===== src/rtl/mbox_pkg.sv =====
package mbox_pkg;

  // Control pins of one memory port, all active low.
  typedef struct packed {
    logic ce_n;
    logic rw_n;
    logic oe_n;
  } port_ctl_t;

  localparam int NUM_SIDES = 2;
  localparam int SIDE_L    = 0;
  localparam int SIDE_R    = 1;

  function automatic logic is_write(port_ctl_t c);
    return !c.ce_n && !c.rw_n;
  endfunction

  function automatic logic is_read(port_ctl_t c);
    return !c.ce_n && c.rw_n && !c.oe_n;
  endfunction

endpackage


===== src/rtl/mbox_access_detect.sv =====
module mbox_access_detect
  import mbox_pkg::*;
#(
  parameter int ADDR_W = 11,
  parameter logic [ADDR_W-1:0] SEND_ADDR = {ADDR_W{1'b1}},
  parameter logic [ADDR_W-1:0] RECV_ADDR = {ADDR_W{1'b1}} - 1'b1
) (
  input  logic              clk,
  input  logic              rst_n,
  input  port_ctl_t         ctl,
  input  logic [ADDR_W-1:0] addr,
  output logic              send_evt,
  output logic              recv_evt
);

  logic send_hit, recv_hit;
  logic send_hit_q, recv_hit_q;

  always_comb begin
    send_hit = is_write(ctl) && (addr == SEND_ADDR);
    recv_hit = is_read(ctl)  && (addr == RECV_ADDR);
  end

  always_ff @(posedge clk) begin
    if (!rst_n) begin
      send_hit_q <= 1'b0;
      recv_hit_q <= 1'b0;
    end else begin
      send_hit_q <= send_hit;
      recv_hit_q <= recv_hit;
    end
  end

  // An event fires only on the cycle the condition completes.
  assign send_evt = send_hit & ~send_hit_q;
  assign recv_evt = recv_hit & ~recv_hit_q;

  // an event lasts exactly one cycle while the access is held
  a_r8_send_single: assert property (@(posedge clk) disable iff (!rst_n)
    send_evt |=> !send_evt);
  a_r8_recv_single: assert property (@(posedge clk) disable iff (!rst_n)
    recv_evt |=> !recv_evt);
  // a send event needs select and strobe both low
  a_r6_send_qualified: assert property (@(posedge clk) disable iff (!rst_n)
    send_evt |-> (!ctl.ce_n && !ctl.rw_n));
  // a receive event needs output enable low
  a_r7_recv_needs_oe: assert property (@(posedge clk) disable iff (!rst_n)
    recv_evt |-> (!ctl.oe_n && ctl.rw_n));

endmodule


===== src/rtl/mbox_irq_flag.sv =====
module mbox_irq_flag (
  input  logic clk,
  input  logic rst_n,
  input  logic set_evt,
  input  logic clr_evt,
  output logic irq_n
);

  always_ff @(posedge clk) begin
    if (!rst_n)       irq_n <= 1'b1;
    else if (set_evt) irq_n <= 1'b0;
    else if (clr_evt) irq_n <= 1'b1;
  end

  // a set wins over a clear seen at the same edge
  a_r9_set_wins: assert property (@(posedge clk) disable iff (!rst_n)
    set_evt |=> !irq_n);
  // a lone clear releases the flag
  a_r3_clear_releases: assert property (@(posedge clk) disable iff (!rst_n)
    (clr_evt && !set_evt) |=> irq_n);
  // without events the flag holds
  a_r10_idle_holds: assert property (@(posedge clk) disable iff (!rst_n)
    (!set_evt && !clr_evt) |=> $stable(irq_n));

endmodule


===== src/rtl/mbox_irq_top.sv =====
module mbox_irq_top
  import mbox_pkg::*;
#(
  parameter int ADDR_W = 11
) (
  input  logic              clk,
  input  logic              rst_n,
  input  logic              l_ce_n,
  input  logic              l_rw_n,
  input  logic              l_oe_n,
  input  logic [ADDR_W-1:0] l_addr,
  input  logic              r_ce_n,
  input  logic              r_rw_n,
  input  logic              r_oe_n,
  input  logic [ADDR_W-1:0] r_addr,
  output logic              l_irq_n,
  output logic              r_irq_n
);

  // Left-to-right mailbox at the top word, right-to-left just below.
  localparam logic [ADDR_W-1:0] BOX_TO_R = {ADDR_W{1'b1}};
  localparam logic [ADDR_W-1:0] BOX_TO_L = BOX_TO_R - 1'b1;

  port_ctl_t         ctl    [NUM_SIDES];
  logic [ADDR_W-1:0] addr_a [NUM_SIDES];
  logic              send_e [NUM_SIDES];
  logic              recv_e [NUM_SIDES];
  logic              irq_w  [NUM_SIDES];

  assign ctl[SIDE_L]    = '{ce_n: l_ce_n, rw_n: l_rw_n, oe_n: l_oe_n};
  assign ctl[SIDE_R]    = '{ce_n: r_ce_n, rw_n: r_rw_n, oe_n: r_oe_n};
  assign addr_a[SIDE_L] = l_addr;
  assign addr_a[SIDE_R] = r_addr;

  for (genvar s = 0; s < NUM_SIDES; s++) begin : g_side
    localparam int OTHER = NUM_SIDES - 1 - s;
    localparam logic [ADDR_W-1:0] OUT_BOX = (s == SIDE_L) ? BOX_TO_R : BOX_TO_L;
    localparam logic [ADDR_W-1:0] IN_BOX  = (s == SIDE_L) ? BOX_TO_L : BOX_TO_R;

    mbox_access_detect #(
      .ADDR_W   (ADDR_W),
      .SEND_ADDR(OUT_BOX),
      .RECV_ADDR(IN_BOX)
    ) u_det (
      .clk     (clk),
      .rst_n   (rst_n),
      .ctl     (ctl[s]),
      .addr    (addr_a[s]),
      .send_evt(send_e[s]),
      .recv_evt(recv_e[s])
    );

    mbox_irq_flag u_flag (
      .clk    (clk),
      .rst_n  (rst_n),
      .set_evt(send_e[OTHER]),
      .clr_evt(recv_e[s]),
      .irq_n  (irq_w[s])
    );
  end

  assign l_irq_n = irq_w[SIDE_L];
  assign r_irq_n = irq_w[SIDE_R];

  // a left send event lowers the right interrupt at the next edge
  a_r2_left_sets_right: assert property (@(posedge clk) disable iff (!rst_n)
    send_e[SIDE_L] |=> !r_irq_n);
  // a right send event lowers the left interrupt at the next edge
  a_r4_right_sets_left: assert property (@(posedge clk) disable iff (!rst_n)
    send_e[SIDE_R] |=> !l_irq_n);

endmodule


===== config.mk =====
export PLATFORM = sky130hd
export DESIGN_NAME = mbox_irq_top
export DESIGN_NICKNAME = d
export VERILOG_FILES = /design/src/rtl/mbox_pkg.sv /design/src/rtl/mbox_access_detect.sv /design/src/rtl/mbox_irq_flag.sv /design/src/rtl/mbox_irq_top.sv
export SDC_FILE = /design/constraint.sdc
export NUM_CORES = 1
export LEC_CHECK = 0
export BUFFER_PORTS_ARGS = -buffer_cell sky130_fd_sc_hd__buf_4
export CAP_MARGIN = 15
export CORE_AREA = 2 2 39 41
export DETAILED_ROUTE_END_ITERATION = 8
export DIE_AREA = 0 0 41 43
export GPL_TIMING_DRIVEN = 1
export PLACE_DENSITY = 0.71
export SYNTH_ARGS = -nofsm -noshare
export SYNTH_HDL_FRONTEND = slang
export SYNTH_SLANG_ARGS = --single-unit

===== constraint.sdc =====
create_clock -name clk -period 1.8 [get_ports clk]
set_clock_uncertainty 0.2 [all_clocks]
set_input_delay 0.54 -clock clk [delete_from_list [all_inputs] [get_ports clk]]
set_output_delay 0.54 -clock clk [all_outputs]
set_load 0.02 [all_outputs]

==> summary.txt, run 1 <==
Clock tree
  – CTS tree: done
  – Hold buffers post-CTS: 0
  – TritonCTS Buffers: 3
  – Clock buffer depth: 2
  – Clk sink count: 6
  – Clk_lat worst skew: 250 ps
  – Post-CTS setup buffers: 0
  – CTS resizes: 0
  – H-tree depth: 1
  – Root buffer cell: clkbuf_4
  – Reg clk slew, reported paths: approximately 40 ps

Logic synthesis
  – Synth warn: 0
  – Syn_area_per_cell: 9.175 sq um
  – Mapped Nets: 69
  – Sequential element share of the synthesized area: 33.57%
  – Number of enable flip-flop cells after synthesis: 0
  – Post-synthesis instance area: 357.8 sq um
  – Syn Inst Count: 39
  – Ys flop type: dfxtp_1
  – Unique cell type count in the Yosys netlist: 25
  – Yosys reg bits: 6
  – Ys async rst share: 0%

Global route
  – Largest net degree at the start of global routing: 10
  – Gr busiest metal: met2
  – Met2 Use GR: 19.69%
  – Vias in the first global route: roughly 430
  – Met1 usage: ~16%
  – GR Overflow Total: 0
  – GRT met3 Usage: 7.853%
  – Gr usage total: between 10 and 15%
  – Initial antenna violation count: 0
  – First-pass GRT wire length: 1614 um

Detailed routing
  – Via density per instance: 4.944
  – DRC viols: 0
  – Wire per inst: 11.13 um
  – Routed WL: 991 um
  – Total number of vias: 440
  – First-pass detailed-route iteration total: 3
  – DRT antenna net count: 0
  – Starting DRT DRC Count: 2

Place
  – Final Wtd Congestion: 0.7061
  – # port buffers: 31
  – Dpl ws: 2.453 ps
  – Hpwl dp: 851.7 um

Worst setup path
  – Worst reg2reg startpoint: g_side[1].u_det.send_hit_q
  – Worst-path maximum fanout: 4
  – Critical path arrival: around 1500 ps
  – Worst-path cell chain: buf_4 > or4b_1 > o41ai_2 > nor2_1
  – Max stage delay on crit path: 540 ps
  – CP endpoint: g_side[0].u_flag.irq_n
  – CP Class: primary input to register
  – R2r endpoint: g_side[0].u_flag.irq_n
  – Critical Path Source Type: primary input
  – Critical-path top delay cell: or4b_1
  – Reg2Reg Setup Slack: 450 ps
  – Setup crit end kind: register
  – R2R depth: 3
  – Worst EP required: 1730 ps
  – CP startpoint: r_rw_n

Floorplanning
  – # rows: 14
  – Initial Utilization: 25.86%
  – Core ar.: 1384 sq um
  – I/O pin count: 32
  – Die area: about 1800 sq um
  – Die Wd: 41 um
  – Die Y: 43 um

Finish
  – Share of post-route cells with drive strength above 1: 49.32%
  – Ant diodes: 0
  – # fillers: 140
  – Area delta synth->final: 76.92%
  – # nets final: 105

Timing
  – Max Freq: 653.2 MHz
  – Post-Route Setup TNS: 0 ps
  – Final min period: 1531 ps
  – Slew headroom: roughly 83%
  – Fin crit share: between 80 and 90%
  – RSZ-0062 raised after global routing: no
  – Final worst-path setup slack: 269.2 ps
  – Max-slew violations: 0
  – Endpoints failing hold: 0
  – Setup Viol. Count Final: 0
  – Slew @ Worst Pin: about 250 ps

Job
  – Maximum Capacitance Violations: 0

Pwr
  – VDD IR max: 0.2658 mV
  – Power density cells: slightly above 500 nW/um^2
  – Leakage: 0.2767 nW

Run status
  – Status: completed

Min path
  – Hold Path Class: primary input to register
[metrics by stage]
stage	power, mW	hold WS (ps)	std cells	utilization, %	cell area [sq um]
floorplan	0.1521	289.0	39	-	357.8
global placement	0.2039	303.6	86	44.12	610.6
detailed placement	0.2056	318.1	86	44.12	610.6
CTS	0.3334	273.7	89	45.75	633.1
global route	0.3519	269.3	89	45.75	633.1
finish	0.3287	281.2	89	45.75	633.1
[kinds of logic (layout without fill, tap and decap cells)]
kind of cell / Yosys count / after routing / share of synthesized area, %
AO/OA/AOI/OAI: 4 / 4 / 11.89
buffers and inverters: 1 / 35 / 2.099
flip-flops: 6 / 6 / 33.57
AND/OR/NAND/NOR: 28 / 28 / 52.45
[state kept, by name, indices dropped and copies added, names as in the netlist]
name and flops:
g_side.u_det.recv_hit_q 2, g_side.u_det.send_hit_q 2, g_side.u_flag.irq_n 2
[per-layer routing]
layer	up-vias	part of all wire, %	wire, um
met5	-	0	0
li1	226	-	-
met2	23	47	467
met3	2	12	122
met4	0	1.4	14
met1	189	39	385
[worst min-delay path by stage]
stage	from	to	slack [ps]	cells after the start
floorplan	g_side[0].u_det.recv_hit_q	g_side[0].u_flag.irq_n	290	3
global placement	g_side[0].u_det.recv_hit_q	g_side[0].u_flag.irq_n	300	3
detailed placement	g_side[0].u_det.recv_hit_q	g_side[0].u_flag.irq_n	320	3
CTS	l_rw_n	g_side[0].u_det.send_hit_q	270	2
global route	l_rw_n	g_side[0].u_det.send_hit_q	270	2
finish	l_rw_n	g_side[0].u_det.send_hit_q	280	2
[power breakdown]
group,total [mW],switching [mW],internal (mW)
Combinational,0.0696,0.0206,0.0489
Clock,0.126,0.0502,0.0755
Sequential,0.133,0.00000745,0.133
[worst max-delay path, delay by kind of cell]
family	cells	cell delay [ps]
AOI/OAI and AO/OA	1	210
buffers and inverters	1	120
and+or+nand+nor	2	600
[area by class of cell]
type	instances	area (sq um)	share of cell area [%]
Timing Repair Buffer	32	240.2	37.94
Multi-Input combinational cell	32	230.2	36.36
Sequential cell	6	120.1	18.97
Clock buffer	3	22.52	3.557
Tap cell	16	20.02	3.162
[cell usage after synthesis, types with 2 or more instances]
cell      n  share of area [%]
a41oi_1   2                4.9
dfxtp_1   6                 34
nand2_1   3                3.1
nand3b_1  3                6.3
nand4_1   2                3.5
nor2_1    2                2.1
nor3_1    3                4.2
[placed cells by master, fill, tap and decap left out, types with 2 or more instances in the layout]
master and n:
a41oi_1 2, buf_4 32, clkbuf_4 3, dfxtp_1 6
nand2_1 3, nand3b_1 3, nand4_1 2, nor2_1 2
nor3_1 3
No activity file was read; power rests on OpenSTA's default activity.
==> run 2: changes to the inputs <==
--- a/config.mk
+++ b/config.mk
@@ -7,11 +7,13 @@
 export LEC_CHECK = 0
 export BUFFER_PORTS_ARGS = -buffer_cell sky130_fd_sc_hd__buf_4
 export CAP_MARGIN = 15
-export CORE_AREA = 2 2 39 41
+export CELL_PAD_IN_SITES_DETAIL_PLACEMENT = 2
+export CELL_PAD_IN_SITES_GLOBAL_PLACEMENT = 2
+export CORE_UTILIZATION = 17
+export CTS_BUF_LIST = sky130_fd_sc_hd__clkbuf_16
 export DETAILED_ROUTE_END_ITERATION = 8
-export DIE_AREA = 0 0 41 43
 export GPL_TIMING_DRIVEN = 1
-export PLACE_DENSITY = 0.71
+export PLACE_DENSITY = 0.84
 export SYNTH_ARGS = -nofsm -noshare
 export SYNTH_HDL_FRONTEND = slang
 export SYNTH_SLANG_ARGS = --single-unit
==> run 2 against run 1 <==
Die area increased by 30%. Sequential share of layout area decreased by 2.0 points. Non-clock buffer count increased by 1. Final cell count increased by 13%. Utilization decreased by 9.7 points. First-iteration DRC count unchanged. Cell area increased by 12%. Clock power increased to 2.8 times the previous value. Highest routed layer unchanged.
==> summary.txt, run 2 (synthesized netlist as in run 1, its figures left out) <==
Job
  – Maximum Capacitance Violations: 0 (unchanged)

Clock tree
  – Reg clk slew, reported paths: 30 ps (was 40 ps)
  – Clk sink count: 6 (unchanged)
  – Clk_lat worst skew: 230 ps (was 250 ps)
  – Hold buffers post-CTS: 0 (unchanged)
  – Post-CTS setup buffers: 0 (unchanged)
  – H-tree depth: 1 (unchanged)
  – Root buffer cell: clkbuf_16 (was clkbuf_4)
  – TritonCTS Buffers: 3 (unchanged)
  – Clock buffer depth: 2 (unchanged)
  – CTS tree: done (unchanged)
  – CTS resizes: 0 (unchanged)

Detailed routing
  – Wire per inst: 14.58 um (was 11.13 um)
  – Starting DRT DRC Count: 2 (unchanged)
  – Via density per instance: 4.614 (was 4.944)
  – DRC viols: 0 (unchanged)
  – Total number of vias: 466 (was 440)
  – First-pass detailed-route iteration total: 3 (unchanged)
  – DRT antenna net count: 0 (unchanged)
  – Routed WL: 1473 um (was 991 um)

Finish
  – Fin area: 706.9 sq um (was 633.1 sq um)
  – Biggest regs: g_side.u_det.recv_hit_q: 2 flops, g_side.u_det.send_hit_q: 2 flops, g_side.u_flag.irq_n: 2 flops (unchanged)
  – # nets final: 106 (was 105)
  – Finished Core Util: 36.03% (was 45.75%)
  – Final Instance Count excl. Fillers: 101 (was 89)
  – Area delta synth->final: 97.55% (was 76.92%)
  – Most common cell after layout, fill and taps aside: buf_4 (unchanged)
  – Share of post-route cells with drive strength above 1: 50.00% (was 49.32%)
  – Ant diodes: 0 (unchanged)
  – Commonest cells after routing, fill and taps aside: buf_4, dfxtp_1 (unchanged)

Pwr
  – VDD IR max: 0.5228 mV (was 0.2658 mV)
  – Leakage: 0.3047 nW (was 0.2767 nW)
  – Power density cells: 801.1 nW/um^2 (was 519.1 nW/um^2)

Timing
  – Max-slew violations: 0 (unchanged)
  – Slew @ Worst Pin: 284.2 ps (was 245.3 ps)
  – Final min period: 1582 ps (was 1531 ps)
  – Fin crit share: 87.91% (was 85.05%)
  – Max Freq: 632.0 MHz (was 653.2 MHz)
  – RSZ-0062 raised after global routing: no (unchanged)
  – Endpoints failing hold: 0 (unchanged)
  – Hold Slack: 302.6 ps (was 281.2 ps)
  – Setup Viol. Count Final: 0 (unchanged)
  – Post-Route Setup TNS: 0 ps (unchanged)
  – Slew headroom: 80.79% (was 83.43%)

Floorplanning
  – # rows: 16 (was 14)
  – Core ar.: 1962 sq um (was 1384 sq um)
  – I/O pin count: 32 (unchanged)
  – Die Y: 47.88 um (was 43 um)
  – Die area: 2292 sq um (was 1763 sq um)
  – Die Wd: 47.88 um (was 41 um)
  – Initial Utilization: 18.24% (was 25.86%)

Worst setup path
  – Setup crit end kind: register (unchanged)
  – CP Class: primary input to register (unchanged)
  – Critical Path Source Type: primary input (unchanged)
  – Worst EP required: 1710 ps (was 1730 ps)
  – Worst-path maximum fanout: 2 (was 4)
  – Critical path arrival: 1490 ps (was 1470 ps)

Global route
  – First-pass GRT wire length: 2208 um (was 1614 um)
  – Vias in the first global route: 534 (was 427)
  – Gr usage total: 15.43% (was 14.01%)
  – GR Overflow Total: 0 (unchanged)
  – Largest net degree at the start of global routing: 7 (was 10)
  – Initial antenna violation count: 0 (unchanged)

Place
  – Hpwl dp: 1188 um (was 851.7 um)
  – Placed insts: 98 (was 86)
  – # port buffers: 31 (unchanged)
  – Placed cell area: 631.9 sq um (was 610.6 sq um)
  – Final Wtd Congestion: 0.7769 (was 0.7061)

Run status
  – Status: completed (unchanged)

Min path
  – Hold Path Class: primary input to register (unchanged)
==> run 2: critical path, stage by stage <==
cell,delay [ps]
buf_4,110
or4b_1,530
o41ai_2,240
nor2_1,70
==> run 2: area by class of cell <==
type | instances | area, sq um
clock buffer | 3 | 75.07
fill | 236 | 1255
multi-input combinational | 32 | 230.2
sequential | 6 | 120.1
tap | 27 | 33.78
timing repair buffer | 33 | 247.7
==> run 2: report_power, final <==
group / total (mW) / internal [mW] / switching [mW]
clock network: 0.359 / 0.285 / 0.0738
logic: 0.0737 / 0.0504 / 0.0233
registers: 0.134 / 0.134 / 0.00000684
==> run 2: final timing paths <==
check                             start  slack, ps  depth (start not counted)                          to
min                              l_rw_n        300                          2  g_side[0].u_det.send_hit_q
min reg2reg  g_side[0].u_det.recv_hit_q        330                          3      g_side[0].u_flag.irq_n
max reg2reg  g_side[1].u_det.send_hit_q        420                          3      g_side[0].u_flag.irq_n
max                              r_rw_n        220                          4      g_side[0].u_flag.irq_n
==> run 2: through the flow <==
stage                     worst slack [ps]  total power, mW
after floorplan                      134.7           0.1521
after global placement               33.43           0.2064
after detailed placement            -15.90           0.2097
after CTS                            220.6           0.5752
after global routing                 189.8           0.5867
final                                217.6           0.5663
==> run 2: layer usage <==
layer  wire length, um  part of all wire [%]  vias up  GRT usage [%]
met2               756                    51       23          27.57
li1                  -                     -      226              -
met4                28                   1.9        0          8.333
met3               101                   6.9        4          7.925
met1               587                    40      213          14.06
met5                 0                     0        -              0
==> run 3: changes to the inputs <==
--- a/config.mk
+++ b/config.mk
@@ -13,6 +13,7 @@
 export CTS_BUF_LIST = sky130_fd_sc_hd__clkbuf_16
 export DETAILED_ROUTE_END_ITERATION = 8
 export GPL_TIMING_DRIVEN = 1
+export MAX_ROUTING_LAYER = met4
 export PLACE_DENSITY = 0.84
 export SYNTH_ARGS = -nofsm -noshare
 export SYNTH_HDL_FRONTEND = slang
==> run 3 against run 2 <==
Cell area is the same. Power about the same. Worst hold slack about the same. Non-clock buffer count unchanged. Utilization stayed put. Largest power group unchanged.
==> summary.txt, run 3 (synthesized netlist as in run 1, its figures left out) <==
Run status
  – Status: completed (unchanged)

Global route
  – Largest net degree at the start of global routing: 7 (unchanged)
  – Gr busiest metal: met2 (unchanged)
  – GR Overflow Total: 0 (unchanged)
  – GRT met3 Usage: 7.925% (unchanged)
  – Met2 Use GR: 27.57% (unchanged)
  – Vias in the first global route: 532 (was 534)
  – Gr usage total: 15.91% (was 15.43%)
  – Met1 usage: 14.06% (unchanged)
  – First-pass GRT wire length: 2208 um (unchanged)
  – Initial antenna violation count: 0 (unchanged)

Clock tree
  – Clock buffer depth: 2 (unchanged)
  – Post-CTS setup buffers: 0 (unchanged)
  – Clk_lat worst skew: 230 ps (about the same)
  – CTS tree: done (unchanged)
  – Reg clk slew, reported paths: 30 ps (about the same)
  – TritonCTS Buffers: 3 (unchanged)
  – CTS resizes: 0 (unchanged)
  – Root buffer cell: clkbuf_16 (unchanged)
  – H-tree depth: 1 (unchanged)
  – Clk sink count: 6 (unchanged)
  – Hold buffers post-CTS: 0 (unchanged)

Pwr
  – Leakage: 0.3047 nW (unchanged)
  – VDD IR max: 0.5228 mV (unchanged)
  – Power density cells: 801.1 nW/um^2 (about the same)
  – Final total power: 0.5663 mW (about the same)

Place
  – Hpwl dp: 1188 um (unchanged)
  – # port buffers: 31 (unchanged)
  – Placed insts: 98 (unchanged)
  – Placed cell area: 631.9 sq um (unchanged)
  – Final Wtd Congestion: 0.7876 (was 0.7769)

Worst setup path
  – Worst EP required: 1710 ps (about the same)
  – Worst reg2reg startpoint: g_side[1].u_det.send_hit_q (unchanged)
  – Max stage delay on crit path: 530 ps (about the same)
  – Critical-path top delay cell: or4b_1 (unchanged)
  – R2r endpoint: g_side[0].u_flag.irq_n (unchanged)
  – Reg2Reg Setup Slack: 420 ps (about the same)
  – Critical Path Source Type: primary input (unchanged)
  – CP Class: primary input to register (unchanged)
  – CP bufs+invs: 1 (unchanged)
  – Worst-path cell chain: buf_4 > or4b_1 > o41ai_2 > nor2_1 (unchanged)
  – Setup crit end kind: register (unchanged)
  – Worst-path maximum fanout: 2 (unchanged)
  – Number of cells on the critical path: 4 (unchanged)
  – Crit path max-delay family: simple AND/OR/NAND/NOR gates (unchanged)
  – R2R depth: 3 (unchanged)
  – Critical path arrival: 1490 ps (about the same)

Finish
  – Share of post-route cells with drive strength above 1: 50.00% (unchanged)
  – # nets final: 106 (unchanged)
  – Most common cell after layout, fill and taps aside: buf_4 (unchanged)
  – Ant diodes: 0 (unchanged)
  – Biggest regs: g_side.u_det.recv_hit_q: 2 flops, g_side.u_det.send_hit_q: 2 flops, g_side.u_flag.irq_n: 2 flops (unchanged)
  – Fin area: 706.9 sq um (unchanged)
  – # fillers: 236 (unchanged)
  – Area delta synth->final: 97.55% (unchanged)
  – Final Instance Count excl. Fillers: 101 (unchanged)
  – Finished Core Util: 36.03% (unchanged)
  – Commonest cells after routing, fill and taps aside: buf_4, dfxtp_1 (unchanged)

Min path
  – Hold Path Class: primary input to register (unchanged)
  – Min-delay src: l_rw_n (unchanged)
  – Worst Hold End: g_side[0].u_det.send_hit_q (unchanged)
  – WHS Path Cells: 2 (unchanged)

Detailed routing
  – Via density per instance: 4.614 (unchanged)
  – First-pass detailed-route iteration total: 3 (unchanged)
  – DRC viols: 0 (unchanged)
  – Starting DRT DRC Count: 2 (unchanged)
  – Wire per inst: 14.58 um (unchanged)
  – Routed WL: 1473 um (unchanged)
  – DRT antenna net count: 0 (unchanged)
  – Total number of vias: 466 (unchanged)

Timing
  – Setup Viol. Count Final: 0 (unchanged)
  – Max Freq: 632.0 MHz (about the same)
  – RSZ-0062 raised after global routing: no (unchanged)
  – Max-slew violations: 0 (unchanged)
  – Final min period: 1582 ps (about the same)
  – Slew headroom: 80.79% (unchanged)
  – Slew @ Worst Pin: 284.2 ps (unchanged)
  – Fin crit share: 87.91% (about the same)
  – Endpoints failing hold: 0 (unchanged)

Floorplanning
  – Die area: 2292 sq um (unchanged)
  – Core ar.: 1962 sq um (unchanged)
  – # rows: 16 (unchanged)
  – Die Y: 47.88 um (unchanged)
  – I/O pin count: 32 (unchanged)
  – Die Wd: 47.88 um (unchanged)
  – Initial Utilization: 18.24% (unchanged)

Job
  – Maximum Capacitance Violations: 0 (unchanged)
run 3: cell counts in the layout (fill, tap and decap cells not counted):
Identical to the previous run, type by type.
run 3: worst register-to-register path: stages (launching register included):
cell and delay, ps:
dfxtp_1 280, or4b_1 480, o41ai_2 240, nor2_1 70
run 3: area by class of cell:
class                      instances  area [sq um]  area share, %
timing repair buffer              33         247.7          35.04
multi-input combinational         32         230.2          32.57
sequential                         6         120.1          16.99
clock buffer                       3         75.07          10.62
tap                               27         33.78          4.779
run 3: worst max-delay path by stage:
stage                     slack [ps]                endpoint  startpoint
after detailed placement         -20  g_side[0].u_flag.irq_n      r_rw_n
after CTS                        220  g_side[0].u_flag.irq_n      r_rw_n
after global placement            30  g_side[0].u_flag.irq_n      r_rw_n
after global routing             190  g_side[0].u_flag.irq_n      r_rw_n
after floorplan                  130  g_side[0].u_flag.irq_n       rst_n
final                            220  g_side[0].u_flag.irq_n      r_rw_n
run 3: metrics by stage:
stage | setup slack, ps | setup TNS (ps) | hold slack, ps
after CTS | 220.6 | 0 | 298.7
after detailed placement | -15.90 | -15.90 | 333.4
after floorplan | 134.7 | 0 | 289.0
after global placement | 33.43 | 0 | 307.9
after global routing | 189.8 | 0 | 303.9
final | 217.6 | 0 | 302.6
run 3: power by group:
| part | switching, mW | internal (mW) |
|---|---|---|
| Combinational | 0.0233 | 0.0504 |
| Sequential | 0.00000684 | 0.134 |
| Clock | 0.0738 | 0.285 |
run 3: per-layer routing:
layer  part of all wire (%)  vias up
met3                    6.9        4
met2                     51       23
li1                       -      226
met5                      0        -
met4                    1.9        0
met1                     40      213
